`src/rtl/uart_rb_pkg.sv`:
```
package uart_rb_pkg;
  localparam int ADDR_W = 3;
  localparam int DATA_W = 8;

  typedef enum logic [4:0] {
    RS_HOLD, RS_IER, RS_IIR_FCR, RS_LCR, RS_MCR, RS_LSR, RS_MSR, RS_SPR,
    RS_DLL, RS_DLM, RS_EFR, RS_XON1, RS_XON2, RS_XOFF1, RS_XOFF2,
    RS_TCR, RS_TLR
  } rsel_e;

  typedef struct packed {
    logic [DATA_W-1:0] lcr;
    logic [DATA_W-1:0] mcr;
    logic [DATA_W-1:0] ier;
    logic [DATA_W-1:0] efr;
    logic [DATA_W-1:0] spr;
    logic [DATA_W-1:0] dll;
    logic [DATA_W-1:0] dlm;
    logic [DATA_W-1:0] tcr;
    logic [DATA_W-1:0] tlr;
    logic              fifo_en;
  } regfile_t;
endpackage

```
`src/rtl/uart_rb_decode.sv`:
```
module uart_rb_decode
  import uart_rb_pkg::*;
#(
  parameter logic [DATA_W-1:0] ENH_KEY = 8'hBF,
  parameter int DLAB_BIT = 7,
  parameter int EN_EFR_BIT = 4,
  parameter int EN_MCR_BIT = 6
) (
  input  logic [ADDR_W-1:0] addr,
  input  logic [DATA_W-1:0] lcr,
  input  logic [DATA_W-1:0] efr,
  input  logic [DATA_W-1:0] mcr,
  output rsel_e             sel
);
  logic in_enh, in_div, in_tt;
  rsel_e gen_sel;

  assign in_enh = (lcr == ENH_KEY);
  assign in_div = lcr[DLAB_BIT];
  assign in_tt  = efr[EN_EFR_BIT] & mcr[EN_MCR_BIT];

  always_comb begin
    case (addr)
      3'd0:    gen_sel = RS_HOLD;
      3'd1:    gen_sel = RS_IER;
      3'd2:    gen_sel = RS_IIR_FCR;
      3'd3:    gen_sel = RS_LCR;
      3'd4:    gen_sel = RS_MCR;
      3'd5:    gen_sel = RS_LSR;
      3'd6:    gen_sel = RS_MSR;
      default: gen_sel = RS_SPR;
    endcase
  end

  always_comb begin
    sel = gen_sel;
    // lowest priority first; later statements win
    if (in_tt && addr == 3'd6) sel = RS_TCR;
    if (in_tt && addr == 3'd7) sel = RS_TLR;
    if (in_div && addr == 3'd0) sel = RS_DLL;
    if (in_div && addr == 3'd1) sel = RS_DLM;
    if (in_enh) begin
      case (addr)
        3'd2: sel = RS_EFR;
        3'd4: sel = RS_XON1;
        3'd5: sel = RS_XON2;
        3'd6: sel = RS_XOFF1;
        3'd7: sel = RS_XOFF2;
        default: ;
      endcase
    end
  end
endmodule

```
`src/rtl/uart_rb_regs.sv`:
```
module uart_rb_regs
  import uart_rb_pkg::*;
#(
  parameter int N_FC = 4,
  parameter int GATE_EFR_BIT = 4,
  parameter int MCR_OPEN_W = 5,
  parameter int IER_OPEN_W = 4
) (
  input  logic              clk,
  input  logic              rst_n,
  input  logic              we,
  input  rsel_e             sel,
  input  logic [DATA_W-1:0] wdata,
  output regfile_t          rf,
  output logic [DATA_W-1:0] fc_chr [N_FC]
);
  logic enh_ok;
  logic [DATA_W-1:0] mcr_mask, ier_mask;

  assign enh_ok   = rf.efr[GATE_EFR_BIT];
  assign mcr_mask = enh_ok ? '1 : DATA_W'((1 << MCR_OPEN_W) - 1);
  assign ier_mask = enh_ok ? '1 : DATA_W'((1 << IER_OPEN_W) - 1);

  always_ff @(posedge clk or negedge rst_n) begin
    if (!rst_n) begin
      rf <= '0;
    end else if (we) begin
      case (sel)
        RS_LCR:     rf.lcr <= wdata;
        RS_MCR:     rf.mcr <= (wdata & mcr_mask) | (rf.mcr & ~mcr_mask);
        RS_IER:     rf.ier <= (wdata & ier_mask) | (rf.ier & ~ier_mask);
        RS_EFR:     rf.efr <= wdata;
        RS_SPR:     rf.spr <= wdata;
        RS_DLL:     rf.dll <= wdata;
        RS_DLM:     rf.dlm <= wdata;
        RS_TCR:     rf.tcr <= wdata;
        RS_TLR:     rf.tlr <= wdata;
        RS_IIR_FCR: rf.fifo_en <= wdata[0];
        default: ;
      endcase
    end
  end

  for (genvar g = 0; g < N_FC; g++) begin : g_fc
    rsel_e my_sel;
    assign my_sel = rsel_e'(int'(RS_XON1) + g);
    always_ff @(posedge clk or negedge rst_n) begin
      if (!rst_n)                     fc_chr[g] <= '0;
      else if (we && sel == my_sel)   fc_chr[g] <= wdata;
    end
  end
endmodule

```
`src/rtl/uart_rb_rdmux.sv`:
```
module uart_rb_rdmux
  import uart_rb_pkg::*;
#(
  parameter int N_FC = 4,
  parameter int CH_N = 2,
  parameter int RDY_EN_BIT = 2,
  parameter int LOOP_BIT = 4
) (
  input  logic              rd_act,
  input  rsel_e             sel,
  input  regfile_t          rf,
  input  logic [DATA_W-1:0] fc_chr [N_FC],
  input  logic [DATA_W-1:0] rhr_data,
  input  logic [DATA_W-1:0] lsr_in,
  input  logic [DATA_W-1:0] msr_in,
  input  logic [5:0]        iir_code,
  input  logic [CH_N-1:0]   rx_rdy,
  input  logic [CH_N-1:0]   tx_rdy,
  output logic [DATA_W-1:0] rdata
);
  localparam int HALF = DATA_W / 2;
  logic [DATA_W-1:0] rdy_word, mux;
  logic rdy_vis;

  assign rdy_vis = rf.mcr[RDY_EN_BIT] & ~rf.mcr[LOOP_BIT];

  always_comb begin
    rdy_word = '0;
    rdy_word[HALF +: CH_N] = rx_rdy;
    rdy_word[0 +: CH_N]    = tx_rdy;
  end

  always_comb begin
    case (sel)
      RS_HOLD:    mux = rhr_data;
      RS_IER:     mux = rf.ier;
      RS_IIR_FCR: mux = {{2{rf.fifo_en}}, iir_code};
      RS_LCR:     mux = rf.lcr;
      RS_MCR:     mux = rf.mcr;
      RS_LSR:     mux = lsr_in;
      RS_MSR:     mux = msr_in;
      RS_SPR:     mux = rdy_vis ? rdy_word : rf.spr;
      RS_DLL:     mux = rf.dll;
      RS_DLM:     mux = rf.dlm;
      RS_EFR:     mux = rf.efr;
      RS_XON1:    mux = fc_chr[0];
      RS_XON2:    mux = fc_chr[1];
      RS_XOFF1:   mux = fc_chr[2];
      RS_XOFF2:   mux = fc_chr[3];
      RS_TCR:     mux = rf.tcr;
      RS_TLR:     mux = rf.tlr;
      default:    mux = '0;
    endcase
  end

  assign rdata = rd_act ? mux : '0;
endmodule

```
`src/rtl/uart_regbank_decoder.sv`:
```
module uart_regbank_decoder
  import uart_rb_pkg::*;
#(
  parameter int CH_N = 2
) (
  input  logic              clk,
  input  logic              rst_n,
  input  logic              cs,
  input  logic              rd,
  input  logic              wr,
  input  logic [2:0]        addr,
  input  logic [7:0]        wdata,
  output logic [7:0]        rdata,
  input  logic [7:0]        rhr_data,
  input  logic [7:0]        lsr_in,
  input  logic [7:0]        msr_in,
  input  logic [5:0]        iir_code,
  input  logic [CH_N-1:0]   rx_rdy,
  input  logic [CH_N-1:0]   tx_rdy,
  output logic              rhr_re,
  output logic              thr_we,
  output logic              fcr_we,
  output logic [7:0]        lcr_o,
  output logic [7:0]        mcr_o,
  output logic [7:0]        ier_o,
  output logic [7:0]        efr_o,
  output logic [15:0]       dl_o,
  output logic [7:0]        xon1_o,
  output logic [7:0]        xon2_o,
  output logic [7:0]        xoff1_o,
  output logic [7:0]        xoff2_o,
  output logic [7:0]        tcr_o,
  output logic [7:0]        tlr_o,
  output logic              fifo_en_o
);
  localparam int N_FC = 4;

  rsel_e             sel;
  regfile_t          rf;
  logic [DATA_W-1:0] fc_chr [N_FC];
  logic              we, rd_act;

  assign we     = cs & wr;
  assign rd_act = cs & rd;

  uart_rb_decode u_dec (
    .addr (addr), .lcr (rf.lcr), .efr (rf.efr), .mcr (rf.mcr), .sel (sel)
  );

  uart_rb_regs #(.N_FC(N_FC)) u_regs (
    .clk (clk), .rst_n (rst_n), .we (we), .sel (sel), .wdata (wdata),
    .rf (rf), .fc_chr (fc_chr)
  );

  uart_rb_rdmux #(.N_FC(N_FC), .CH_N(CH_N)) u_rd (
    .rd_act (rd_act), .sel (sel), .rf (rf), .fc_chr (fc_chr),
    .rhr_data (rhr_data), .lsr_in (lsr_in), .msr_in (msr_in),
    .iir_code (iir_code), .rx_rdy (rx_rdy), .tx_rdy (tx_rdy),
    .rdata (rdata)
  );

  assign rhr_re = rd_act & (sel == RS_HOLD);
  assign thr_we = we & (sel == RS_HOLD);
  assign fcr_we = we & (sel == RS_IIR_FCR);

  assign lcr_o     = rf.lcr;
  assign mcr_o     = rf.mcr;
  assign ier_o     = rf.ier;
  assign efr_o     = rf.efr;
  assign dl_o      = {rf.dlm, rf.dll};
  assign xon1_o    = fc_chr[0];
  assign xon2_o    = fc_chr[1];
  assign xoff1_o   = fc_chr[2];
  assign xoff2_o   = fc_chr[3];
  assign tcr_o     = rf.tcr;
  assign tlr_o     = rf.tlr;
  assign fifo_en_o = rf.fifo_en;
endmodule

```
`config.mk`:
```
export PLATFORM = sky130hd
export DESIGN_NAME = uart_regbank_decoder
export DESIGN_NICKNAME = d
export VERILOG_FILES = /design/src/rtl/uart_rb_pkg.sv /design/src/rtl/uart_rb_decode.sv /design/src/rtl/uart_rb_regs.sv /design/src/rtl/uart_rb_rdmux.sv /design/src/rtl/uart_regbank_decoder.sv
export SDC_FILE = /design/constraint.sdc
export NUM_CORES = 1
export LEC_CHECK = 0
export ABC_AREA = 1
export BUFFER_PORTS_ARGS = -buffer_cell sky130_fd_sc_hd__clkbuf_2
export CORE_MARGIN = 2
export CORE_UTILIZATION = 55
export CTS_CLUSTER_DIAMETER = 120
export CTS_CLUSTER_SIZE = 24
export DETAILED_ROUTE_END_ITERATION = 6
export PLACE_DENSITY = 0.79
export SLEW_MARGIN = 10
export SYNTH_ARGS = -nofsm -noshare
export SYNTH_HDL_FRONTEND = slang
export SYNTH_SLANG_ARGS = --single-unit
```
`constraint.sdc`:
```
create_clock -name clk -period 5.8 [get_ports clk]
set_input_delay 0.58 -clock clk [delete_from_list [all_inputs] [get_ports clk]]
set_output_delay 0.58 -clock clk [all_outputs]
set_load 0.01 [all_outputs]
```
Yosys cells after proc, flatten, opt, wreduce, memory -nomap -nowiden
Index checks and enable logic that the tools add are counted.

Register bits after elaboration: 105. Output and inout port bits: 108. Word-level logic and storage cells: 86.

Equal/unequal tests: 24. Multiplexer cells: 12. Bitwise operators: 16. Reduce and logical (&&, ||, !) cells: 20.

Operator list (count): one-hot mux 8 bit (17 select lines) (1); equality test 5 x 4 -> 1 bit (second input constant) (8); bitwise AND 8 bit (4); 2-to-1 mux 8 bit (4); one-hot mux 5 bit (5 select lines) (1); one-hot mux 3 bit (7 select lines) (1); equality test 5 x 3 -> 1 bit (second input constant) (4); 2-to-1 mux 5 bit (4); AND reduction 2 bit (10); NOT 8 bit (2); bitwise OR 8 bit (2); equality test 3 bit (second input constant) (4); equality test 5 x 2 -> 1 bit (second input constant) (2); equality test 8 bit (second input constant) (1); logical AND 1 bit (8); bitwise AND 1 bit (7); equality test 3 x 2 -> 1 bit (second input constant) (2); equality test 5 x 1 -> 1 bit (second input constant) (1); equality test 5 bit (second input constant) (1); logical NOT 5 bit (1); 2-to-1 mux 4 bit (1); equality test 3 x 1 -> 1 bit (second input constant) (1); logical NOT 3 bit (1); NOT 1 bit (1).

Depth between registers and ports, before layout
Gate-level depths: netlist (run 1).

Depth after elaboration: 11. Gate-level depth with buffers: 17.

By module
A second synthesis (run 1) with hierarchy kept.

Cell total of the unflattened synthesis: 771. Area, all modules: 5769.3 um^2.

Modules (own cells, without submodules): uart_rb_regs (times used 1, cells an instance 387, area an instance 4096.4 um^2); uart_rb_rdmux (times used 1, cells an instance 333, area an instance 1438.9 um^2); uart_rb_decode (times used 1, cells an instance 38, area an instance 178.9 um^2); uart_regbank_decoder (times used 1, cells an instance 13, area an instance 55.1 um^2).

Worst setup path after synthesis (run 1)
No wires, ideal clock.

Path type: input to output. Start: input addr[2]. End: output rdata[2]. Data arrival time: 2015 ps. Setup slack: 3205 ps. Stages on the path: 14. Path buffers: 2. Path through: buf_2 -> nand3_1 -> o21ai_0 -> nand2_2 -> nand2_4 -> inv_6 -> nor2_8 -> buf_4 -> nand3_1 -> nand2_1 -> nor2_1 -> nand2_1 -> nor2_1 -> nor2_1.

Cells in the longest elaborated chain, start to end: 11. Elaborated cells on any way between the ends: 38. Classes of those cells: eq/ne: 23; mux: 9; reduce/logical: 6.

RTL lines: start: declaration (RTL line uart_regbank_decoder.sv:11) `input logic [2:0] addr,`; equality test 3 bit, or another cell as far along (RTL line uart_rb_decode.sv:23, uart_rb_decode.sv:38, uart_rb_decode.sv:43); one-hot mux 3 bit (7 select lines) / logical AND 1 bit (equally long branches) (RTL line uart_rb_decode.sv:23, uart_rb_decode.sv:38); 2-to-1 mux 4 bit (RTL line uart_rb_decode.sv:38) `if (in_tt && addr == 3'd6) sel = RS_TCR;`; 2-to-1 mux 5 bit (RTL line uart_rb_decode.sv:39) `if (in_tt && addr == 3'd7) sel = RS_TLR;`; 2-to-1 mux 5 bit (RTL line uart_rb_decode.sv:40) `if (in_div && addr == 3'd0) sel = RS_DLL;`; 2-to-1 mux 5 bit (RTL line uart_rb_decode.sv:41) `if (in_div && addr == 3'd1) sel = RS_DLM;`; one-hot mux 5 bit (5 select lines) (RTL line uart_rb_decode.sv:43) `case (addr)`; 2-to-1 mux 5 bit * (RTL line uart_rb_decode.sv:42) `if (in_enh) begin`; equality test 5 bit, or another cell as far along (RTL line uart_rb_rdmux.sv:34) `case (sel)`; one-hot mux 8 bit (17 select lines) * (RTL line uart_rb_rdmux.sv:34); 2-to-1 mux 8 bit * (RTL line uart_rb_rdmux.sv:56) `assign rdata = rd_act ? mux : '0;`; end: declaration (RTL line uart_regbank_decoder.sv:13) `output logic [7:0] rdata,`.

Every way passes the cells marked *; elsewhere a longest branch is shown, timed or not.

Worst setup path in the final report (run 1)
Start: register, netlist name u_regs.rf[71]. End: output rdata[0].

Cells in the longest elaborated chain, start to end: 5. Elaborated cells on any way between the ends: 21. Classes of those cells: eq/ne: 17; mux: 3; reduce/logical: 1.

RTL lines: equality test 8 bit * (RTL line uart_rb_decode.sv:18) `assign in_enh = (lcr == ENH_KEY);`; 2-to-1 mux 5 bit * (RTL line uart_rb_decode.sv:42); equality test 5 bit, or another cell as far along (RTL line uart_rb_rdmux.sv:34); one-hot mux 8 bit (17 select lines) * (RTL line uart_rb_rdmux.sv:34); 2-to-1 mux 8 bit * (RTL line uart_rb_rdmux.sv:56).

Marks and branches as above.

==> results of run 1 <==
per-layer routing:
metal,part of all wire (%),vias to the layer above
met1,41,2733
met2,44,356
li1,-,2715
met4,4.2,0
met5,0,-
met3,11,52
layout make-up:
class,instances,area share (%)
timing repair buffer,159,12.2
inverter,50,2.92
multi-input combinational,557,39.8
sequential,105,39.8
clock buffer,11,1.99
tap,140,2.65
clock inverter,5,0.719
sequential cells by signal, indices dropped and copies added, names as in the netlist, named ones only:
register / cells
u_regs.fc_chr: 32
u_regs.rf: 66
power breakdown:
part / internal (mW) / switching [mW] / leakage (nW) / total (mW)
registers: 0.816 / 0.0839 / 1.39 / 0.900
clock network: 0.165 / 0.275 / 0.0880 / 0.440
logic: 0.127 / 0.244 / 2.06 / 0.370
logic make-up (layout without fill, tap and decap cells):
logic type             Yosys count  in the layout
buffers and inverters          148            225
AND/OR/NAND/NOR                437            437
AO/OA/AOI/OAI                  120            120
flip-flops                     105            105
cells in the final DEF (no fill, tap or decap), types with 6 or more instances in the layout:
master and n:
nand2_2 8, nand2_1 234, nand3_1 59, o21ai_1 24, inv_2 8, clkbuf_8 9
dfrtp_1 105, inv_1 41, nand4_1 33, o21ai_0 80, nor2_1 81, a21oi_1 6
clkbuf_2 156
worst max-delay path by stage:
stage / from / endpoint / cells after the start
3_5_place_dp: addr[0] / rdata[0] / 16
6_report: u_regs.rf[71]$_DFFE_PN0P_ / rdata[0] / 16
4_1_cts: u_regs.rf[71]$_DFFE_PN0P_ / rdata[0] / 16
5_1_grt: u_regs.rf[71]$_DFFE_PN0P_ / rdata[0] / 16
3_3_place_gp: addr[2] / rdata[0] / 16
2_1_floorplan: addr[2] / rdata[2] / 14
metrics by stage:
stage	instance area [um2]	power, mW
3_5_place_dp	6430	1.28
2_1_floorplan	6110	1.16
6_report	6610	1.71
3_3_place_gp	6430	1.27
4_1_cts	6610	1.71
5_1_grt	6610	1.79
==> metrics.cfg, run 1 <==
[outcome]
status = completed

[final_layout]
multiInputGateArea_um2 = 2630
seqCellArea_um2 = 2630
final_util_pct = 61.0
fill_cells = 1056
n_antenna_cell = 0
layout.nets = 932
area_delta_synth_final_pct = 8.10
drive_gt1_share_pct = 24.2
fin_cells = 1027

[floorplan]
rows = 38
initial_core_util_pct = 56.4
core_area_um2 = 10800
die_w_um = 109
die_h_um = 109
die-area_um2 = 12000
ios = 158

[hold_path]
hp-class = primary input to asynchronous set/reset pin

[synth]
synth_top_area_cell = dfrtp_1
async_flop_share_pct = 100
synth_fp_nets = 860
synth_common_cells = nand2_1, dfrtp_1, nor2_1
synth.top_cell.area_share_pct = 43.0
synth_edf_count = 0
synth_fa_ha_area_share_pct = 0
synth-compound-area-share_pct = 10.3
yosysMostFrequentCell = nand2_1
syn_inst = 810
synth_area_leaders = dfrtp_1, nand2_1, buf_4
synthMuxAreaShare_pct = 0
yosys.area_share.simple_pct = 32.7
synth_top_family_by_area = simple AND/OR/NAND/NOR gates
ys_seq_area_share_pct = 43.0
syn_area_per_cell_um2 = 7.55
synth_cell_types = 28
ys.flop_type = dfrtp_1
netlist_area_um2 = 6110
yosysWarningCount = 0
ys_ff_latch = 105
synth_xor_area_share_pct = 0

[place]
pre_cts_ws_ns = 2.26
gp_congestion = 1.00
place_inst = 1011
place_hpwl_um = 14700
io_buffers = 157

[worst_setup_path]
reg2regPathDepth = 10
cp_common_cell = nand2_1
r2r_end = u_regs.rf[33]$_DFFE_PN0P_
path_max_fanout = 22
path_cells = inv_1, nand2_1, nor2_4, nand2_1, nand2_1, nand2_2, nor2_2, inv_2, nor2_1, nand2_1, o21ai_0, nor2_1, nand2_1, nor2_1, nor2_1, clkbuf_2
slowest_stage = nor2_2
cp-start-kind = flip-flop
r2r-start = u_regs.rf[71]$_DFFE_PN0P_
crit_type = flip-flop to output pin
arrival_ns = 3.35
ff2ff_setup_slack_ns = 2.88
required_ns = 5.22
cp_top_family = simple AND/OR/NAND/NOR gates
cp-end-kind = output pin
crit_buf_inv = 3
slowest_delay_ns = 0.76

[clocking]
numCtsBuffers = 9
postCtsSetupRepairBufs = 0
clock-sinks = 105
clkSlewWorstSetupHoldPaths_ns = 0.10
clockBufferDepth = 2
root_buffer = clkbuf_8
cts_hold_buf = 0
cts_resized = 0
cts_max_level = 3
insertion_delay_ns = 0.40
tritoncts = yes

[timing]
rsz0062_at_grt = false
setup_viol = 0
max_freq_ghz = 0.255
tightest_slew_ns = 1.05
hold_slack_ns = 0.145
relSlewSlack_pct = 29.9
period_needed_ns = 3.93
fin_crit_sh_pct = 67.7
slew_violations = 0
fin_ws_ns = 1.87
hold_violations = 0
setup_tns_ns = 0
skew_ns = 0.0195

[grt]
grt_max_degree = 69
track_usage_pct = 34.7
antenna_found_initial = 0
grt_busiest_layer = met2
grtUsageMet3_pct = 6.94
grt_pass1_wl_um = 30300
grt_pass1_vias = 5310
grt_use_met1_pct = 49.3
grt_use_met2_pct = 51.2
grt_overflow_total = 0

[power]
power_leakage_nw = 3.53
power_density_nw_per_um2 = 259
ir_drop_uv = 153

[flow_run]
cap_violations = 0

[detailed_routing]
drc = 0
wl_per_cell_um = 19.7
detail-route-antenna-nets = 0
vias_per_cell = 5.70
via_count = 5856
firstDrtPassIters = 6
drt_wl_total_um = 20200
drt-initial-drc-count = 749

Power figures use the tool's default switching activity.
==> inputs of run 2 (changes only) <==
CORE_UTILIZATION = 49   (was 55)
PLACE_DENSITY = 0.74   (was 0.79)
clock period = 3.3 ns   (was 5.8 ns; I/O delays follow)
==> run 2 against run 1 <==
Net effect:
- design area rose by 3.2%
- register-to-register slack got worse by 2.0 ns
- sequential share of layout area fell by 1.2 points
- count of clock-buffer cells in the layout rose by 1
- global-route usage fell by 3.0 points
- non-clock buffer count rose by 5
==> metrics.cfg, run 2 (synthesis gave the netlist of run 1 again) <==
[outcome]
status = completed

[detailed_routing]
via_count = 5797
wl_per_cell_um = 19.5
drt-initial-drc-count = 614
drc = 0
drt_wl_total_um = 20600
vias_per_cell = 5.47
firstDrtPassIters = 5
detail-route-antenna-nets = 0

[place]
place_hpwl_um = 15600
gp_congestion = 1.01
placed_area_um2 = 6510
place_inst = 1043
pre_cts_ws_ns = 0.489
io_buffers = 157

[final_layout]
drive_gt1_share_pct = 24.7
top_regs = u_regs.rf: 66 flops, u_regs.fc_chr: 32 flops
design_area_um2 = 6820
largest_reg_flops = 66
final_cell_mix = nand2_1, clkbuf_2, dfrtp_1, nor2_1, o21ai_0
mostFrequentLayoutCell = nand2_1
fin_cells = 1059
layout.nets = 938
area_delta_synth_final_pct = 11.5
top_register = u_regs.rf
n_antenna_cell = 0
fill_cells = 1205

[clocking]
numCtsBuffers = 9
insertion_delay_ns = 0.36
clockBufferDepth = 2
clock-sinks = 105
clkSlewWorstSetupHoldPaths_ns = 0.07
root_buffer = clkbuf_16
cts_max_level = 3
tritoncts = yes

[floorplan]
rows = 40
die_h_um = 116
die_w_um = 116
die-area_um2 = 13400
initial_core_util_pct = 50.5
ios = 158
core_area_um2 = 12100

[timing]
setup_viol = 0
max_freq_ghz = 0.314
fin_crit_sh_pct = 96.4
hold_violations = 0
relSlewSlack_pct = 54.9
fin_ws_ns = 0.118
slew_violations = 0
tightest_slew_ns = 0.675
period_needed_ns = 3.18
skew_ns = 0.00797
setup_tns_ns = 0

[worst_setup_path]
cp-start-kind = flip-flop
required_ns = 2.97
crit_type = flip-flop to output pin
cp-end-kind = output pin
arrival_ns = 2.85
path_max_fanout = 19

[grt]
grt_max_degree = 62
track_usage_pct = 31.7
grt_pass1_wl_um = 30800
antenna_found_initial = 0
grt_pass1_vias = 5287
grt_overflow_total = 0

[hold_path]
hp-class = primary input to flip-flop

[flow_run]
cap_violations = 0

[power]
total_power_mw = 3.27
power_leakage_nw = 3.60
ir_drop_uv = 237
power_density_nw_per_um2 = 479

## run 2: area by class of cell
cell class / instances / area (um2) / share of cell area (%)
tap: 168 / 210 / 3.08
clock inverter: 2 / 15.0 / 0.220
multi-input combinational: 558 / 2660 / 39.0
timing repair buffer: 164 / 856 / 12.5
inverter: 50 / 193 / 2.83
clock buffer: 12 / 256 / 3.76
sequential: 105 / 2630 / 38.5
## run 2: layer usage
layer | vias to the layer above | routed length (um) | share of wire [%] | global-route usage (%)
met5 | - | 0 | 0 | 0
met4 | 0 | 857 | 4.2 | 15.4
met3 | 58 | 1840 | 8.9 | 6.69
met2 | 293 | 9150 | 44 | 46.9
met1 | 2715 | 8750 | 42 | 44.5
li1 | 2731 | - | - | -
## run 2: power breakdown
part / switching, mW / internal [mW] / total (mW)
Sequential: 0.143 / 1.44 / 1.58
Combinational: 0.457 / 0.233 / 0.690
Clock: 0.452 / 0.544 / 0.997
Total: 1.05 / 2.21 / 3.27
## run 2: critical path, cell delays in order, from the launching register on
cell      delay [ns]
dfrtp_1         0.42
inv_1           0.06
nand2_1         0.08
nor2_4          0.21
nand4_1         0.26
nand2_8         0.24
inv_6           0.11
nor2_8          0.28
nand2_1         0.15
o21ai_0         0.19
nor2_1          0.11
nand2_1         0.09
nor2_1          0.05
nor2_1          0.08
clkbuf_2        0.15
## run 2: worst paths after layout
kind | start | cells past startpoint | end | slack, ns
setup / recovery | u_regs.rf[71]$_DFFE_PN0P_ | 14 | rdata[0] | 0.12
hold / removal | wdata[5] | 3 | u_regs.rf[38]$_DFFE_PN0P_ | 0.21
setup reg to reg | u_regs.rf[71]$_DFFE_PN0P_ | 12 | u_regs.fc_chr[17]$_DFFE_PN0P_ | 0.89
hold reg to reg | u_regs.fc_chr[19]$_DFFE_PN0P_ | 2 | u_regs.fc_chr[19]$_DFFE_PN0P_ | 0.52
max in group asynchronous | rst_n | 3 | u_regs.rf[49]$_DFFE_PN0P_ | 2.06
min in group asynchronous | rst_n | 2 | u_regs.fc_chr[2]$_DFFE_PN0P_ | 0.51
## run 2: timing repair
| action | CTS | global route |
|---|---|---|
| setup endpoints to repair | 0 | 8 |
| endpoints found under the hold margin | 22 | 0 |
| buffers inserted | 0 | 0 |
| hold buffers | 1 | 0 |
| gates resized for setup | 0 | 3 |
## run 2: per-stage QoR
step | hold slack, ns | util [%]
after global placement | 0.361 | 53.7
after global routing | 0.229 | 56.3
final | 0.205 | 56.3
after CTS | 0.197 | 56.1
after floorplan | 0.0344 | -
after detailed placement | 0.363 | 53.7
==> inputs of run 3 (changes only) <==
CORE_MARGIN = 1.5   (was 2)
CORE_UTILIZATION = 48   (was 49)
PLACE_DENSITY = 0.73   (was 0.74)
SYNTH_HIERARCHICAL = 1   (was default)
==> run 3 against run 2 <==
Net effect:
- setup slack better by 0.026 ns
- clock skew shrank 0.0021 ns
- worst hold slack worse by 0.19 ns
- register-to-register slack improved by 0.12 ns
- via count is 1.9% higher
- count of clock-buffer cells in the layout shrank 2
- critical endpoint is now rdata[6]
- cell count rose by 1.5%
- synthesized area down 5.6%
==> metrics.cfg, run 3 <==
[detailed_routing]
drt-initial-drc-count = 576
vias_per_cell = 5.50
wl_per_cell_um = 17.3
firstDrtPassIters = 5
drt_wl_total_um = 18600
drc = 0
via_count = 5910
detail-route-antenna-nets = 0

[floorplan]
die_w_um = 113
core_area_um2 = 11600
initial_core_util_pct = 49.9
die-area_um2 = 12700
die_h_um = 113
rows = 39
ios = 158

[power]
power_density_nw_per_um2 = 449
power_leakage_nw = 3.77
ir_drop_uv = 245

[timing]
slew_violations = 0
rsz0062_at_grt = true
fin_crit_sh_pct = 95.6
relSlewSlack_pct = 47.9
hold_violations = 0
period_needed_ns = 3.16
tightest_slew_ns = 0.781
setup_tns_ns = 0
max_freq_ghz = 0.317
skew_ns = 0.00588
setup_viol = 0

[final_layout]
seqCellArea_um2 = 2630
mostFrequentLayoutCell = nand2_1
layout.nets = 977
top_regs = u_regs/rf: 66 flops, u_regs/fc_chr: 32 flops
n_antenna_cell = 0
drive_gt1_share_pct = 30.2
multiInputGateArea_um2 = 2830
area_delta_synth_final_pct = 21.7
final_cell_mix = nand2_1, clkbuf_2, dfrtp_1, nor2_1, nand3_1
largest_reg_flops = 66
fin_cells = 1075
final_util_pct = 60.7
fill_cells = 1078
top_register = u_regs/rf

[place]
io_buffers = 157
gp_congestion = 0.941
place_inst = 1054
place_hpwl_um = 13600

[synth]
async_flop_share_pct = 100
netlist_area_um2 = 5770
synth_area_leaders = dfrtp_1, nand2_1, nand3_1
synth_common_cells = nand2_1, dfrtp_1, nor2_1
synth.top_cell.area_share_pct = 45.5
syn_area_per_cell_um2 = 7.48
ys_ff_latch = 105
syn_inst = 771
yosysWarningCount = 6
synth_top_area_cell = dfrtp_1
ys_seq_area_share_pct = 45.5
yosysMostFrequentCell = nand2_1
synth_edf_count = 0
ys.flop_type = dfrtp_1
synth_fp_nets = 821
synth_cell_types = 25

[worst_setup_path]
cp-end-kind = output pin
reg2regPathDepth = 12
required_ns = 2.97
cp-start-kind = flip-flop
arrival_ns = 2.83
path_max_fanout = 13
crit_type = flip-flop to output pin
r2r-start = u_regs/rf[71]$_DFFE_PN0P_
ff2ff_setup_slack_ns = 1.01
crit_start = u_regs/rf[71]$_DFFE_PN0P_

[clocking]
cts_max_level = 3
clkSlewWorstSetupHoldPaths_ns = 0.07
insertion_delay_ns = 0.35
cts_hold_buf = 0
tritoncts = yes
numCtsBuffers = 9
root_buffer = clkbuf_16
clock-sinks = 105
clockBufferDepth = 2

[grt]
antenna_found_initial = 0
grt_pass1_wl_um = 29100
grt_overflow_total = 0
grt_pass1_vias = 5398
track_usage_pct = 29.8
grt_max_degree = 55

[outcome]
status = completed

[hold_path]
hp-class = primary input to asynchronous set/reset pin

[flow_run]
cap_violations = 0

run 3: cell types whose count changed after synthesis, moves of 9 or more:
cell / before / now
o21ai_0: 80 / 23
nand2_1: 234 / 289
nand3_1: 59 / 68
nor2_1: 81 / 72
o21ai_1: 24 / 47
buf_4: 70 / 3
inv_1: 41 / 31
nor2_2: 4 / 17
o21ai_2: 0 / 30
nand4_1: 33 / 20
run 3: final timing paths:
path,to
hold / removal,u_regs/rf[58]$_DFFE_PN0P_
min in group clk,flip-flop
setup reg to reg,flip-flop
max in group asynchronous,u_regs/rf[17]$_DFFE_PN0P_
setup / recovery,rdata[6]
hold reg to reg,u_regs/rf[36]$_DFFE_PN0P_
run 3: cell families after synthesis:
group | Yosys count | synth area share (%)
AND/OR/NAND/NOR | 495 | 37.9
flip-flops | 105 | 45.5
AO/OA/AOI/OAI | 101 | 10.7
buffers and inverters | 70 | 5.88
run 3: per-layer routing:
metal	share of wire [%]	global-route usage, %	wire length, um	vias to the layer above
met5	0	0	0	-
met2	47	48.0	8700	318
met3	8.0	3.73	1490	45
li1	-	-	-	2799
met1	42	41.0	7840	2748
met4	2.9	11.9	533	0
run 3: critical path, stage by stage (launching register included):
cell      delay, ns
dfrtp_1        0.41
inv_1          0.06
nand2_1        0.05
nor2_2         0.11
and2_2         0.20
nand3_1        0.10
nand2_2        0.29
nand3_2        0.21
nor2_2         0.33
nand2_1        0.11
nand2_1        0.07
nor2_1         0.04
nand3_1        0.08
nor2_1         0.04
nor2_1         0.18
clkbuf_2       0.18
run 3: where the power goes:
group	switching, mW	internal [mW]
Sequential	0.111	1.40
Combinational	0.357	0.204
Clock	0.490	0.590
Total	0.959	2.19
run 3: layout make-up:
cell class | instances | area share, %
clock inverters | 6 | 0.980
inverters | 41 | 2.28
repair buffers | 174 | 13.2
multi-input cells | 596 | 40.3
clock buffers | 10 | 3.26
well taps | 143 | 2.55
flip-flops and latches | 105 | 37.4
run 3: per-stage QoR:
step,cell area [um2],power (mW),worst slack (ns),hold WS (ns)
global route,7020,3.29,-0.00206,0.0649
finish,7020,3.15,0.144,0.0125
detailed placement,6660,2.08,0.311,0.414
CTS,6960,3.16,0.0380,0.0422
floorplan,5770,1.82,0.784,0.0344
global placement,6660,2.07,0.329,0.408
run 3: timing repair:
action,in CTS,in global routing
resized for setup,1,8
pin swaps,0,2
buffers inserted,0,5
setup endpoints to repair,3,8
